### config.mk
export PLATFORM = sky130hd
export DESIGN_NAME = uart_rx_buffer
export DESIGN_NICKNAME = d
export VERILOG_FILES = /design/src/rtl/rxbuf_pkg.sv /design/src/rtl/rxbuf_src_sel.sv /design/src/rtl/rxbuf_mem.sv /design/src/rtl/rxbuf_ctrl.sv /design/src/rtl/rxbuf_timeout.sv /design/src/rtl/uart_rx_buffer.sv
export SDC_FILE = /design/constraint.sdc
export NUM_CORES = 1
export LEC_CHECK = 0
export ABC_CLOCK_PERIOD_IN_PS = 3400
export BUFFER_PORTS_ARGS = -buffer_cell sky130_fd_sc_hd__buf_2
export CAP_MARGIN = 20
export CORE_UTILIZATION = 42
export DETAILED_ROUTE_END_ITERATION = 8
export PLACE_DENSITY = 0.64
export SYNTH_ARGS = -nofsm -noshare
export SYNTH_HDL_FRONTEND = slang
export SYNTH_SLANG_ARGS = --single-unit
export TNS_END_PERCENT = 5
### constraint.sdc
create_clock -name clk -period 3.4 [get_ports clk]
set_input_delay 0.17 -clock clk [delete_from_list [all_inputs] [get_ports clk]]
set_output_delay 0.17 -clock clk [all_outputs]
set_load 0.01 [all_outputs]
### src/rtl/rxbuf_pkg.sv
`timescale 1ns/1ps
package rxbuf_pkg;
  typedef enum logic [1:0] {
    CH_NORMAL = 2'd0,
    CH_ECHO   = 2'd1,
    CH_LOCAL  = 2'd2,
    CH_REMOTE = 2'd3
  } chan_mode_e;
endpackage

### src/rtl/rxbuf_src_sel.sv
`timescale 1ns/1ps
module rxbuf_src_sel
  import rxbuf_pkg::*;
#(
  parameter int DATA_W = 8
) (
  input  chan_mode_e          mode,
  input  logic                ser_valid,
  input  logic [DATA_W-1:0]   ser_byte,
  input  logic                brk_det,
  input  logic                host_wr,
  input  logic [DATA_W-1:0]   host_wdata,
  output logic                push_req,
  output logic [DATA_W-1:0]   push_byte
);
  logic ser_take, host_take;

  always_comb begin
    ser_take  = ser_valid && (mode == CH_NORMAL || mode == CH_ECHO);
    host_take = host_wr && (mode == CH_LOCAL);
    push_req  = brk_det || ser_take || host_take;
    if (brk_det)       push_byte = '0;
    else if (ser_take) push_byte = ser_byte;
    else               push_byte = host_wdata;
  end
endmodule

### src/rtl/rxbuf_mem.sv
`timescale 1ns/1ps
module rxbuf_mem #(
  parameter int DEPTH  = 16,
  parameter int DATA_W = 8,
  parameter int AW     = $clog2(DEPTH)
) (
  input  logic              clk,
  input  logic              rst,
  input  logic              we,
  input  logic [AW-1:0]     waddr,
  input  logic [DATA_W-1:0] wdata,
  input  logic              re,
  input  logic              rzero,
  input  logic [AW-1:0]     raddr,
  output logic [DATA_W-1:0] rdata
);
  logic [DATA_W-1:0] store [DEPTH];

  always_ff @(posedge clk) begin
    if (we) store[waddr] <= wdata;
  end

  always_ff @(posedge clk) begin
    if (rst)     rdata <= '0;
    else if (re) rdata <= rzero ? '0 : store[raddr];
  end
endmodule

### src/rtl/rxbuf_ctrl.sv
`timescale 1ns/1ps
module rxbuf_ctrl #(
  parameter int DEPTH  = 16,
  parameter int TRIG_W = 6,
  parameter int AW     = $clog2(DEPTH),
  parameter int CNT_W  = $clog2(DEPTH+1)
) (
  input  logic              clk,
  input  logic              rst,
  input  logic              flush,
  input  logic              en,
  input  logic              push_req,
  input  logic              pop_req,
  input  logic [TRIG_W-1:0] trig_lvl,
  output logic              push_acc,
  output logic              pop_do,
  output logic [AW-1:0]     wptr,
  output logic [AW-1:0]     rptr,
  output logic              empty_q,
  output logic              full_q,
  output logic              trig_q,
  output logic              ovr_q
);
  localparam int CMP_W = (TRIG_W > CNT_W) ? TRIG_W : CNT_W;
  localparam logic [CNT_W-1:0] CNT_MAX = CNT_W'(DEPTH);
  localparam logic [AW-1:0]    PTR_MAX = AW'(DEPTH-1);

  logic [CNT_W-1:0] cnt, cnt_n;
  logic [CMP_W-1:0] cnt_x, trig_x;
  logic is_full, rd_try, ovr_c;

  always_comb begin
    is_full  = (cnt == CNT_MAX);
    rd_try   = !flush && en && pop_req;
    push_acc = !flush && en && push_req && !is_full;
    ovr_c    = !flush && en && push_req && is_full;
    pop_do   = rd_try && (cnt != '0);
    cnt_n    = cnt;
    if (push_acc) cnt_n = cnt_n + 1'b1;
    if (pop_do)   cnt_n = cnt_n - 1'b1;
    cnt_x    = CMP_W'(cnt_n);
    trig_x   = CMP_W'(trig_lvl);
  end

  always_ff @(posedge clk) begin
    if (rst || flush) begin
      wptr    <= '0;
      rptr    <= '0;
      cnt     <= '0;
      empty_q <= 1'b1;
      full_q  <= 1'b0;
      trig_q  <= 1'b0;
      ovr_q   <= 1'b0;
    end else begin
      if (push_acc) wptr <= (wptr == PTR_MAX) ? '0 : wptr + 1'b1;
      if (pop_do)   rptr <= (rptr == PTR_MAX) ? '0 : rptr + 1'b1;
      cnt     <= cnt_n;
      empty_q <= (cnt_n == '0);
      full_q  <= (cnt_n == CNT_MAX);
      ovr_q   <= ovr_c;
      if (push_acc && cnt_x >= trig_x)    trig_q <= 1'b1;
      else if (rd_try && cnt_x < trig_x)  trig_q <= 1'b0;
    end
  end

  p_cnt_bound_r1: assert property (@(posedge clk) disable iff (rst)
    cnt <= CNT_MAX);
  p_ovr_no_growth_r3: assert property (@(posedge clk) disable iff (rst)
    (en && !flush && push_req && is_full) |=> (cnt <= $past(cnt)));
  p_full_matches_r4: assert property (@(posedge clk) disable iff (rst)
    full_q == (cnt == CNT_MAX));
  p_empty_matches_r5: assert property (@(posedge clk) disable iff (rst)
    empty_q == (cnt == '0));
  p_trig_rise_r6: assert property (@(posedge clk) disable iff (rst)
    $rose(trig_q) |-> $past(push_acc));
  p_disabled_hold_r8: assert property (@(posedge clk) disable iff (rst)
    (!en && !flush) |=> $stable(cnt) && $stable(rptr) && $stable(wptr));
  p_flush_clears_r9: assert property (@(posedge clk) disable iff (rst)
    flush |=> (cnt == '0) && empty_q && !full_q && !trig_q);
endmodule

### src/rtl/rxbuf_timeout.sv
`timescale 1ns/1ps
module rxbuf_timeout #(
  parameter int CHAR_W = 16,
  parameter int TW     = CHAR_W + 2
) (
  input  logic              clk,
  input  logic              rst,
  input  logic              flush,
  input  logic              load,
  input  logic [CHAR_W-1:0] char_clks,
  output logic              ev_timeout
);
  logic [TW-1:0] tmr;
  logic [TW-1:0] span;

  always_comb span = {char_clks, 2'b00};

  always_ff @(posedge clk) begin
    if (rst || flush) begin
      tmr        <= '0;
      ev_timeout <= 1'b0;
    end else begin
      ev_timeout <= (tmr == TW'(1)) && !load;
      if (load)            tmr <= span;
      else if (tmr != '0)  tmr <= tmr - 1'b1;
    end
  end

  p_single_pulse_r7: assert property (@(posedge clk) disable iff (rst)
    ev_timeout |=> !ev_timeout);
  p_reload_quiet_r7: assert property (@(posedge clk) disable iff (rst)
    (load && !flush) |=> !ev_timeout);
  p_flush_cancel_r9: assert property (@(posedge clk) disable iff (rst)
    flush |=> (tmr == '0) && !ev_timeout);
endmodule

### src/rtl/uart_rx_buffer.sv
`timescale 1ns/1ps
module uart_rx_buffer
  import rxbuf_pkg::*;
#(
  parameter int DEPTH  = 16,
  parameter int DATA_W = 8,
  parameter int TRIG_W = 6,
  parameter int CHAR_W = 16
) (
  input  logic              clk,
  input  logic              rst,
  input  logic [DATA_W-1:0] ser_byte,
  input  logic              ser_valid,
  input  logic              brk_det,
  input  logic              host_wr,
  input  logic [DATA_W-1:0] host_wdata,
  input  logic              host_rd,
  input  logic [TRIG_W-1:0] trig_lvl,
  input  logic [CHAR_W-1:0] char_clks,
  input  logic [1:0]        chan_mode,
  input  logic              flush,
  input  logic              rx_en,
  input  logic              rx_dis,
  output logic [DATA_W-1:0] rd_data,
  output logic              st_empty,
  output logic              st_full,
  output logic              st_trig,
  output logic              ev_overrun,
  output logic              ev_timeout
);
  localparam int AW    = $clog2(DEPTH);
  localparam int CNT_W = $clog2(DEPTH+1);

  chan_mode_e        mode;
  logic              en;
  logic              push_req, push_acc, pop_do;
  logic [DATA_W-1:0] push_byte;
  logic [AW-1:0]     wptr, rptr;

  always_comb begin
    mode = chan_mode_e'(chan_mode);
    en   = rx_en && !rx_dis;
  end

  rxbuf_src_sel #(.DATA_W(DATA_W)) u_sel (
    .mode(mode), .ser_valid(ser_valid), .ser_byte(ser_byte),
    .brk_det(brk_det), .host_wr(host_wr), .host_wdata(host_wdata),
    .push_req(push_req), .push_byte(push_byte)
  );

  rxbuf_ctrl #(.DEPTH(DEPTH), .TRIG_W(TRIG_W), .AW(AW), .CNT_W(CNT_W)) u_ctrl (
    .clk(clk), .rst(rst), .flush(flush), .en(en),
    .push_req(push_req), .pop_req(host_rd), .trig_lvl(trig_lvl),
    .push_acc(push_acc), .pop_do(pop_do), .wptr(wptr), .rptr(rptr),
    .empty_q(st_empty), .full_q(st_full), .trig_q(st_trig), .ovr_q(ev_overrun)
  );

  rxbuf_mem #(.DEPTH(DEPTH), .DATA_W(DATA_W), .AW(AW)) u_mem (
    .clk(clk), .rst(rst), .we(push_acc), .waddr(wptr), .wdata(push_byte),
    .re(host_rd), .rzero(!pop_do), .raddr(rptr), .rdata(rd_data)
  );

  rxbuf_timeout #(.CHAR_W(CHAR_W)) u_tmo (
    .clk(clk), .rst(rst), .flush(flush), .load(push_acc),
    .char_clks(char_clks), .ev_timeout(ev_timeout)
  );

  p_remote_no_serial_r10: assert property (@(posedge clk) disable iff (rst)
    (mode == CH_REMOTE && !brk_det) |-> !push_acc);
  p_break_zero_r11: assert property (@(posedge clk) disable iff (rst)
    (brk_det && push_acc) |-> (push_byte == '0));
  p_empty_read_zero_r5: assert property (@(posedge clk) disable iff (rst)
    (host_rd && st_empty && !push_acc) |=> (rd_data == '0));
endmodule

==> results by stage, run 1 <==
Pwr:
- Total power for the finished layout comes to 5.70 mW.
- The power density over the cells is 646 nW/µm².
- The worst-case IR drop observed on VDD is 0.457 mV.
- The analysis attributes to cell leakage a power of 3.04 nW.

Yosys:
- The synthesized area per cell is 14.5 µm².
- Sorting the synthesized cells by area gives the leading types as edfxtp_1 51%, dfxtp_1 13%, mux4_2 12%, ha_1 2.5%, a21oi_1 2.3%.
- The Yosys step of the flow raised 0 warnings.
- The part of the Yosys area used for sequential elements is 63.6%.
- The share of async-settable or async-resettable flops after synthesis is 0%.
- The adder and majority cell fraction of the synthesized area is 2.48%.
- The main flop type after synthesis is edfxtp_1.
- The dominant cell by count in the synthesized netlist is edfxtp_1.
- The post-synthesis compound-gate area fraction is 5.28%.
- The multiplexer share of the synthesized area is 12.3%.
- By area, the combinational part of the netlist is dominated by multiplexers.
- The synthesized netlist devotes 2.78% of its cell area to XOR and XNOR gates.
- The net count after synthesis is 584.
- Ranked by instance count, the synthesized netlist is headed by 128 x edfxtp_1, 48 x dfxtp_1, 42 x nand2_1, 40 x mux4_2, 36 x nor2_1.
- Of all cell types, the one taking the most synthesized area is edfxtp_1.
- Summing the areas of all and, or, nand and nor instances in the mapped netlist gives 11.4% of the synthesized area.
- In this run, distinct cell masters in the synthesized netlist total 55.
- The top cell type's share of synthesized area is 50.9%.
- Synthesis produced 520 cells.
- Yosys mapped a number of flops with a built-in enable equal to 128.
- The synthesized netlist occupies a cell area of 7560 µm².
- The post-synthesis register bit count is 176.

Critical path:
- For this design, the slowest cell found on the critical path is dfxtp_2.
- Traced cell by cell, the critical path runs through inv_1 > ha_1 > and3_1 > nor2_4 > nor2_1 > a21oi_2 > ha_1 > nand2_1 > a21boi_2 > ha_1 > nor2b_1 > o21a_1 > o21a_1 > o21ai_0 > a21oi_1 > o21ai_0 > a21oi_1.
- The worst-path maximum fanout is 5.
- The worst setup path is of the reg -> reg kind.
- The number of buffers and inverters on the critical path is 1.
- The gate family responsible for the most delay along the worst path is compound AO/OA/AOI/OAI gates.
- The endpoint kind of the worst setup timing path is a register.
- The cell with the most instances on the worst path is ha_1.
- The kind of start point of the critical path is a register.
- The delay contributed by the slowest stage of the critical path is 0.37 ns.
- STA puts the critical path data arrival time at 3.42 ns.
- STA puts the critical path data required time at 3.68 ns.

STA:
- The worst slew margin relative to its limit is 53.3%.
- The setup skew after layout is 0.00790 ns.
- For the final routed database, the setup TNS stands at 0 ns.
- Based on the critical path, the design can be clocked at up to 0.319 GHz.
- The count of final hold-check violations is 0.
- The ratio of final minimum period to clock period is 92.2%.
- For the pin with the worst max-slew slack, the measured transition is 0.698 ns.
- The post-route minimum period is 3.13 ns.
- Across all hold checks on the routed design, the worst slack comes to 0.0192 ns.
- The final critical-path setup slack is 0.266 ns.
- The number of pins exceeding their max-slew limit in the final report is 0.
- The total of endpoints with negative setup slack in the final report is 0.

GRT:
- The largest net degree at the start of global routing is 33.
- The final global-route overflow total is 0.
- The number of global-route vias before repair is 4423.
- The first global-routing pass estimated 24900 µm of wire.
- The global-route usage over all layers is 18.6%.
- The number of antenna violations at the first check in global routing is 0.

Route:
- After detailed routing, the number of vias per cell comes to 5.40.
- The final route contains 4512 vias.
- The number of DRC markers in iteration 0 is 333.
- The number of remaining DRC errors is 0.
- The detail route stage leaves a number of antenna-violating nets equal to 0.
- Dividing the detail-routed wire length by the instance count gives 19.3 µm.
- The routed design has 16100 µm of wire.
- The number of detailed-route iterations in the first pass is 5.

Worst hold path:
- The type of the most critical hold path is in -> reg.

Flow run:
- Across the run, the number of max-cap violations was 0.

Placement:
- The HPWL after detailed placement is 10900 µm.
- Timing analysis after detailed placement gives a worst setup slack of 0.0704 ns.
- The number of buffers added on ports is 61.
- Routability-driven placement finished with a final weighted congestion of 0.808.

Clock tree:
- TritonCTS built the clock tree.
- The tree is rooted in a clkbuf_16.
- TritonCTS created 17 clock buffers.
- The insertion delay of the later-clocked pin in the worst-skew pair is 0.42 ns.
- Clock tree synthesis found a total of 176 sinks.
- The level count of the clock H-tree is 4.
- No sink is reached through more buffers than the 2 on the longest clock path.
- The clock-pin slew reported for the worst setup and hold paths after clock tree synthesis is 0.07 ns.

Floorplan:
- The I/O pin count is 62.
- After floorplanning, the core was sized to cover 17400 µm².
- The vertical die dimension is 136 µm.
- The count of standard-cell rows is 48.
- The die covers 18500 µm².
- The die is 136 µm wide.
- The effective utilization at floorplan is 43.4%.

Layout:
- The number of antenna repair diodes is 0.
- The layout cell share with drive strength beyond 1 is 27.7%.
- The number of nets in the finished design is 662.
- The final cell utilization of the core is 50.7%.
- The layout overhead on the synthesized area is 16.7%.

Run status:
- The flow ran to the end, and the final reports show no timing, DRC or antenna violations.
-- metrics by stage --
step / instance area [µm²] / cells
6_report: 8820 / 836
3_3_place_gp: 8170 / 798
5_1_grt: 8820 / 836
3_5_place_dp: 8170 / 798
2_1_floorplan: 7560 / 520
4_1_cts: 8790 / 835
-- worst min-delay path: stages --
cell     delay [ns]
buf_2          0.08
a22oi_1        0.07
nor2_1         0.09
-- metal layers --
layer,vias up,part of all wire [%],GRT usage [%]
li1,2136,-,-
met1,2246,47,26.0
met2,116,48,29.4
met3,14,3.9,3.69
met4,0,1.0,5.56
met5,-,0,0
-- where the power goes --
part | switching (mW) | internal [mW] | total [mW] | leakage, nW
Sequential | 0.0943 | 2.40 | 2.49 | 1.51
Clock | 0.864 | 1.03 | 1.90 | 0.281
Combinational | 0.725 | 0.585 | 1.31 | 1.24
-- registers in the layout, indices dropped and copies added, names as in the netlist, named ones only --
name,cells
u_mem.store,128
u_tmo.tmr,18
u_ctrl.wptr,4
u_tmo.ev_timeout,1
u_ctrl.trig_q,1
u_ctrl.empty_q,1
u_ctrl.ovr_q,1
u_ctrl.rptr,4
u_mem.rdata,8
u_ctrl.cnt,5
u_ctrl.full_q,1
-- final timing paths --
| check | endpoint | cells past startpoint | start | slack (ns) |
|---|---|---|---|---|
| worst min register to register | u_ctrl.trig_q$_SDFFE_PP0P_ | 2 | u_ctrl.trig_q$_SDFFE_PP0P_ | 0.48 |
| worst max-delay path | u_ctrl.trig_q$_SDFFE_PP0P_ | 17 | u_ctrl.cnt[0]$_SDFF_PP0_ | 0.27 |
| worst min-delay path | u_tmo.tmr[6]$_SDFFE_PP0P_ | 3 | char_clks[4] | 0.02 |
| worst max register to register | u_ctrl.trig_q$_SDFFE_PP0P_ | 17 | u_ctrl.cnt[0]$_SDFF_PP0_ | 0.27 |
-- what timing repair did --
item / CTS / global route
setup endpoints to repair: 0 / 1
hold buffers: 5 / 0
gates resized for setup: 0 / 6
hold endpoints to repair: 5 / 0
buffers inserted: 0 / 1
-- area by class of cell --
type | instances | area (µm²)
Tap cell | 225 | 282
Inverter | 12 | 45.0
Clock buffer | 17 | 425
Clock inverter | 15 | 151
Multi-Input combinational cell | 307 | 2610
Sequential cell | 176 | 4810
Fill cell | 1455 | 8590
Timing Repair Buffer | 84 | 503
-- logic make-up after synthesis --
family,Yosys count
XOR/XNOR,24
flip-flops,176
AO/OA/AOI/OAI,67
buffers and inverters,37
adder cells (fa/ha/maj),15
multiplexers,43
AND/OR/NAND/NOR,158
-- cell usage in the layout, fill, tap and decap left out, types with 15 or more instances in the layout --
cell / n
nor2_1: 36
edfxtp_1: 128
buf_4: 17
dfxtp_1: 46
nand2_1: 42
a21oi_1: 34
clkbuf_16: 17
buf_2: 61
mux4_2: 40
ha_1: 15
Note: power is estimated with default switching activity, not from simulation.
==> run 2, diff against run 1 <==
--- a/config.mk
+++ b/config.mk
@@ -8,8 +8,10 @@
 export ABC_CLOCK_PERIOD_IN_PS = 3400
 export BUFFER_PORTS_ARGS = -buffer_cell sky130_fd_sc_hd__buf_2
 export CAP_MARGIN = 20
+export CORE_MARGIN = 5
 export CORE_UTILIZATION = 42
 export DETAILED_ROUTE_END_ITERATION = 8
+export GPL_TIMING_DRIVEN = 0
 export PLACE_DENSITY = 0.64
 export SYNTH_ARGS = -nofsm -noshare
 export SYNTH_HDL_FRONTEND = slang
==> results by stage, run 2 (synthesized netlist as in run 1, its figures left out) <==
Layout:
- The area of all sequential standard cells is 4810 µm² (about the same).
- The layout cell share with drive strength beyond 1 is 26.8% (-0.82 points).
- The top register by number of flip-flops is u_mem.store.
- Leaving out fill and tap cells, the most frequent cells in the layout are 128 x edfxtp_1, 65 x buf_2, 47 x dfxtp_1, 42 x nand2_1, 40 x mux4_2.
- The number of nets in the finished design is 677 (+2.3%).
- The most common library cell in the layout ignoring fill and taps is edfxtp_1.
- Relative to the synthesized area, the layout overhead comes to 18.1%.
- The largest registers in the layout are u_mem.store x128, u_tmo.tmr x18, u_mem.rdata x8.
- The number of antenna repair diodes is 0 (unchanged).
- The layout filler cell count is 1521 (+4.5%).
- The flip-flop count of the largest register, all copies and words added is 128 (unchanged).
- The area used by multi-input combinational logic is 2620 µm² (+0.34%).
- The final instance area was 8930 µm² (+1.2%).

Route:
- The number of DRC markers in iteration 0 is 328 (-1.5%).
- The number of nets still failing antenna checks after routing is 0 (unchanged).
- The wire length per cell is 19.4 µm (+0.80%).
- The via count came to 4603 (+2.0%).
- The number of detailed-route iterations in the first pass is 5 (unchanged).
- The final wirelength is 16600 µm (+3.1%).
- The ratio of routed vias to standard cells is 5.38 (-0.25%).
- The number of remaining DRC errors is 0 (unchanged).

Placement:
- The instance area at placement is 8160 µm² (about the same).
- The number of buffers added on ports is 60 (-1.6%).
- The routability congestion estimate is 0.772 (-4.5%).
- The HPWL after detailed placement was 11500 µm (+5.8%).
- The minimum setup slack after placement is -0.357 ns (-0.428 ns).

Critical path:
- The worst-path maximum fanout is 7 (+2).
- The worst path required time is 3.72 ns (+0.04 ns).
- Among all stages on the critical path, the largest delay is contributed by or4b_1.
- The buffering stage count on the worst path with inverters included is 2 (+1).
- The critical register-to-register path endpoint is u_ctrl.trig_q$_SDFFE_PP0P_.
- The class of the most critical setup path is reg -> reg.
- The delay contributed by the slowest stage of the critical path is 0.44 ns (+0.07 ns).
- Walking the worst path, the cells encountered are inv_1 > ha_1 > or4b_1 > and3_1 > clkbuf_1 > nand2_1 > a21boi_1 > ha_1 > nor2b_1 > o21a_1 > o21a_1 > o21ai_0 > a21oi_1 > o21ai_0 > a21oi_1.
- STA classifies the critical path endpoint as a register.
- On the critical path the largest part of the delay comes from compound AO/OA/AOI/OAI gates.
- The number of cells traversed by the worst register-to-register path is 15 (-2).
- The slack of the worst reg-to-reg path is 0.26 ns (about the same).
- The worst path arrival time is 3.46 ns (+0.04 ns).
- The startpoint of the worst-slack reg-to-reg timing path is u_ctrl.cnt[0]$_SDFF_PP0_.
- The kind of start point of the critical path is a register.

Flow run:
- The number of maximum-capacitance constraint violations is 0 (unchanged).

Clock tree:
- The TritonCTS buffer count is 17 (unchanged).
- The TritonCTS sink count is 176 (unchanged).
- TritonCTS built the clock tree.
- The insertion delay of the later-clocked pin in the worst-skew pair is 0.43 ns (about the same).
- CTS placed an instance of clkbuf_16 at the clock tree root.
- The clock-pin slew reported for the worst setup and hold paths after clock tree synthesis was 0.06 ns (about the same).
- The level count of the clock H-tree is 4 (unchanged).
- The number of buffers between clock root and the deepest sink is 2 (unchanged).

Floorplan:
- The standard cell core area was 17800 µm² (+2.4%).
- The effective utilization at floorplan is 42.4% (-1.0 points).
- The vertical die dimension is 144 µm (+5.9%).
- The full die area is 20800 µm² (+12%).
- The die width is 144 µm (+5.9%).
- The count of standard-cell rows is 49 (+2.1%).
- The I/O pin count is 62 (unchanged).

Worst hold path:
- The destination of the worst hold path is u_tmo.tmr[16]$_SDFFE_PP0P_.
- The number of cells on the worst hold path is 3 (unchanged).
- The path class of the tightest hold or removal check is in -> reg.
- The source of the worst hold timing path is char_clks[14].

STA:
- The total of endpoints with negative setup slack in the final report is 0 (unchanged).
- The setup skew after layout is 0.00898 ns (+0.00108 ns).
- The final critical-path setup slack is 0.261 ns (-0.00491 ns).
- The count of final hold-check violations is 0 (unchanged).
- The ratio of final minimum period to clock period was 92.3% (+0.14 points).
- The worst slew margin relative to its limit was 36.5% (-17 points).
- The post-route minimum period was 3.14 ns (+0.00491 ns).
- The transition time of the tightest slew-check pin was 0.944 ns (+0.246 ns).
- Setup repair after global routing left no endpoint under its margin.
- The highest clock frequency the design can meet came to 0.319 GHz (-0.16%).
- The number of pins exceeding their max-slew limit in the final report was 0 (unchanged).

GRT:
- The number of antenna violations at the first check in global routing is 0 (unchanged).
- The largest net degree at the start of global routing is 17 (-48%).
- The global-route usage over all layers is 16.9% (-1.8 points).
- The first-pass GRT wire length was 25900 µm (+3.9%).
- The final global-route overflow total came to 0 (unchanged).
- The number of global-route vias before repair was 4722 (+6.8%).

Pwr:
- The power density over the cells came to 666 nW/µm² (+3.1%).
- The leakage power is 3.07 nW (+1.2%).
- The maximum ir drop on the vdd rail is 0.794 mV (+74%).

Run status:
- The run finished with clean final reports.
[run 2: changes by cell type in the layout (fill, tap and decap cells not counted), sizes merged]
cell	before	now
inv	20	16
clkbuf	17	33
clkinvlp	1	2
bufinv	1	4
clkinv	5	4
[run 2: tightest hold or removal path: stages]
cell and delay (ns):
buf_2 0.10, nor2_1 0.09, a311oi_1 0.05
[run 2: worst max-delay path by stage]
stage                             start                          to  slack [ns]  cells after the start
5_1_grt        u_ctrl.cnt[0]$_SDFF_PP0_  u_ctrl.trig_q$_SDFFE_PP0P_        0.01                     15
2_1_floorplan  u_ctrl.cnt[0]$_SDFF_PP0_  u_ctrl.trig_q$_SDFFE_PP0P_        0.31                     16
3_3_place_gp               chan_mode[1]  u_ctrl.trig_q$_SDFFE_PP0P_       -0.29                     16
6_report       u_ctrl.cnt[0]$_SDFF_PP0_  u_ctrl.trig_q$_SDFFE_PP0P_        0.26                     15
3_5_place_dp               chan_mode[1]  u_ctrl.trig_q$_SDFFE_PP0P_       -0.36                     16
4_1_cts        u_ctrl.cnt[0]$_SDFF_PP0_  u_ctrl.trig_q$_SDFFE_PP0P_        0.09                     13
[run 2: layout make-up]
type | count | share of cell area, %
timing repair buffer | 74 | 4.68
tap | 229 | 3.21
clock buffer | 18 | 4.81
sequential | 176 | 53.8
buffer | 25 | 1.33
clock inverter | 14 | 2.30
inverter | 12 | 0.505
multi-input combinational | 307 | 29.3
[run 2: stage by stage]
step | std cells | total power [mW] | utilization [%] | hold slack, ns | TNS [ns]
6_report | 855 | 5.95 | 50.0 | 0.0246 | 0
2_1_floorplan | 520 | 3.62 | - | 0.305 | 0
5_1_grt | 855 | 6.21 | 50.0 | 0.0218 | 0
4_1_cts | 849 | 5.97 | 49.6 | 0.0101 | 0
3_5_place_dp | 811 | 3.87 | 45.7 | 0.422 | -0.357
3_3_place_gp | 809 | 3.84 | 45.6 | 0.416 | -0.288
[run 2: report_power, final]
group | total, mW | internal, mW | switching (mW)
Clock | 2.09 | 1.25 | 0.844
Sequential | 2.50 | 2.40 | 0.0956
Combinational | 1.36 | 0.619 | 0.744
[run 2: timing repair]
action / 4_1_cts / 5_1_grt
pin swaps: 1 / 0
setup endpoints to repair: 1 / 1
endpoints found under the hold margin: 5 / 0
hold buffers: 5 / 0
setup buffers: 1 / 0
resized for setup: 1 / 6
[run 2: layer usage]
layer,routed length (µm),global-route usage [%]
met5,0,0
met1,7470,23.6
met2,7900,26.4
met4,236,5.25
met3,983,4.00
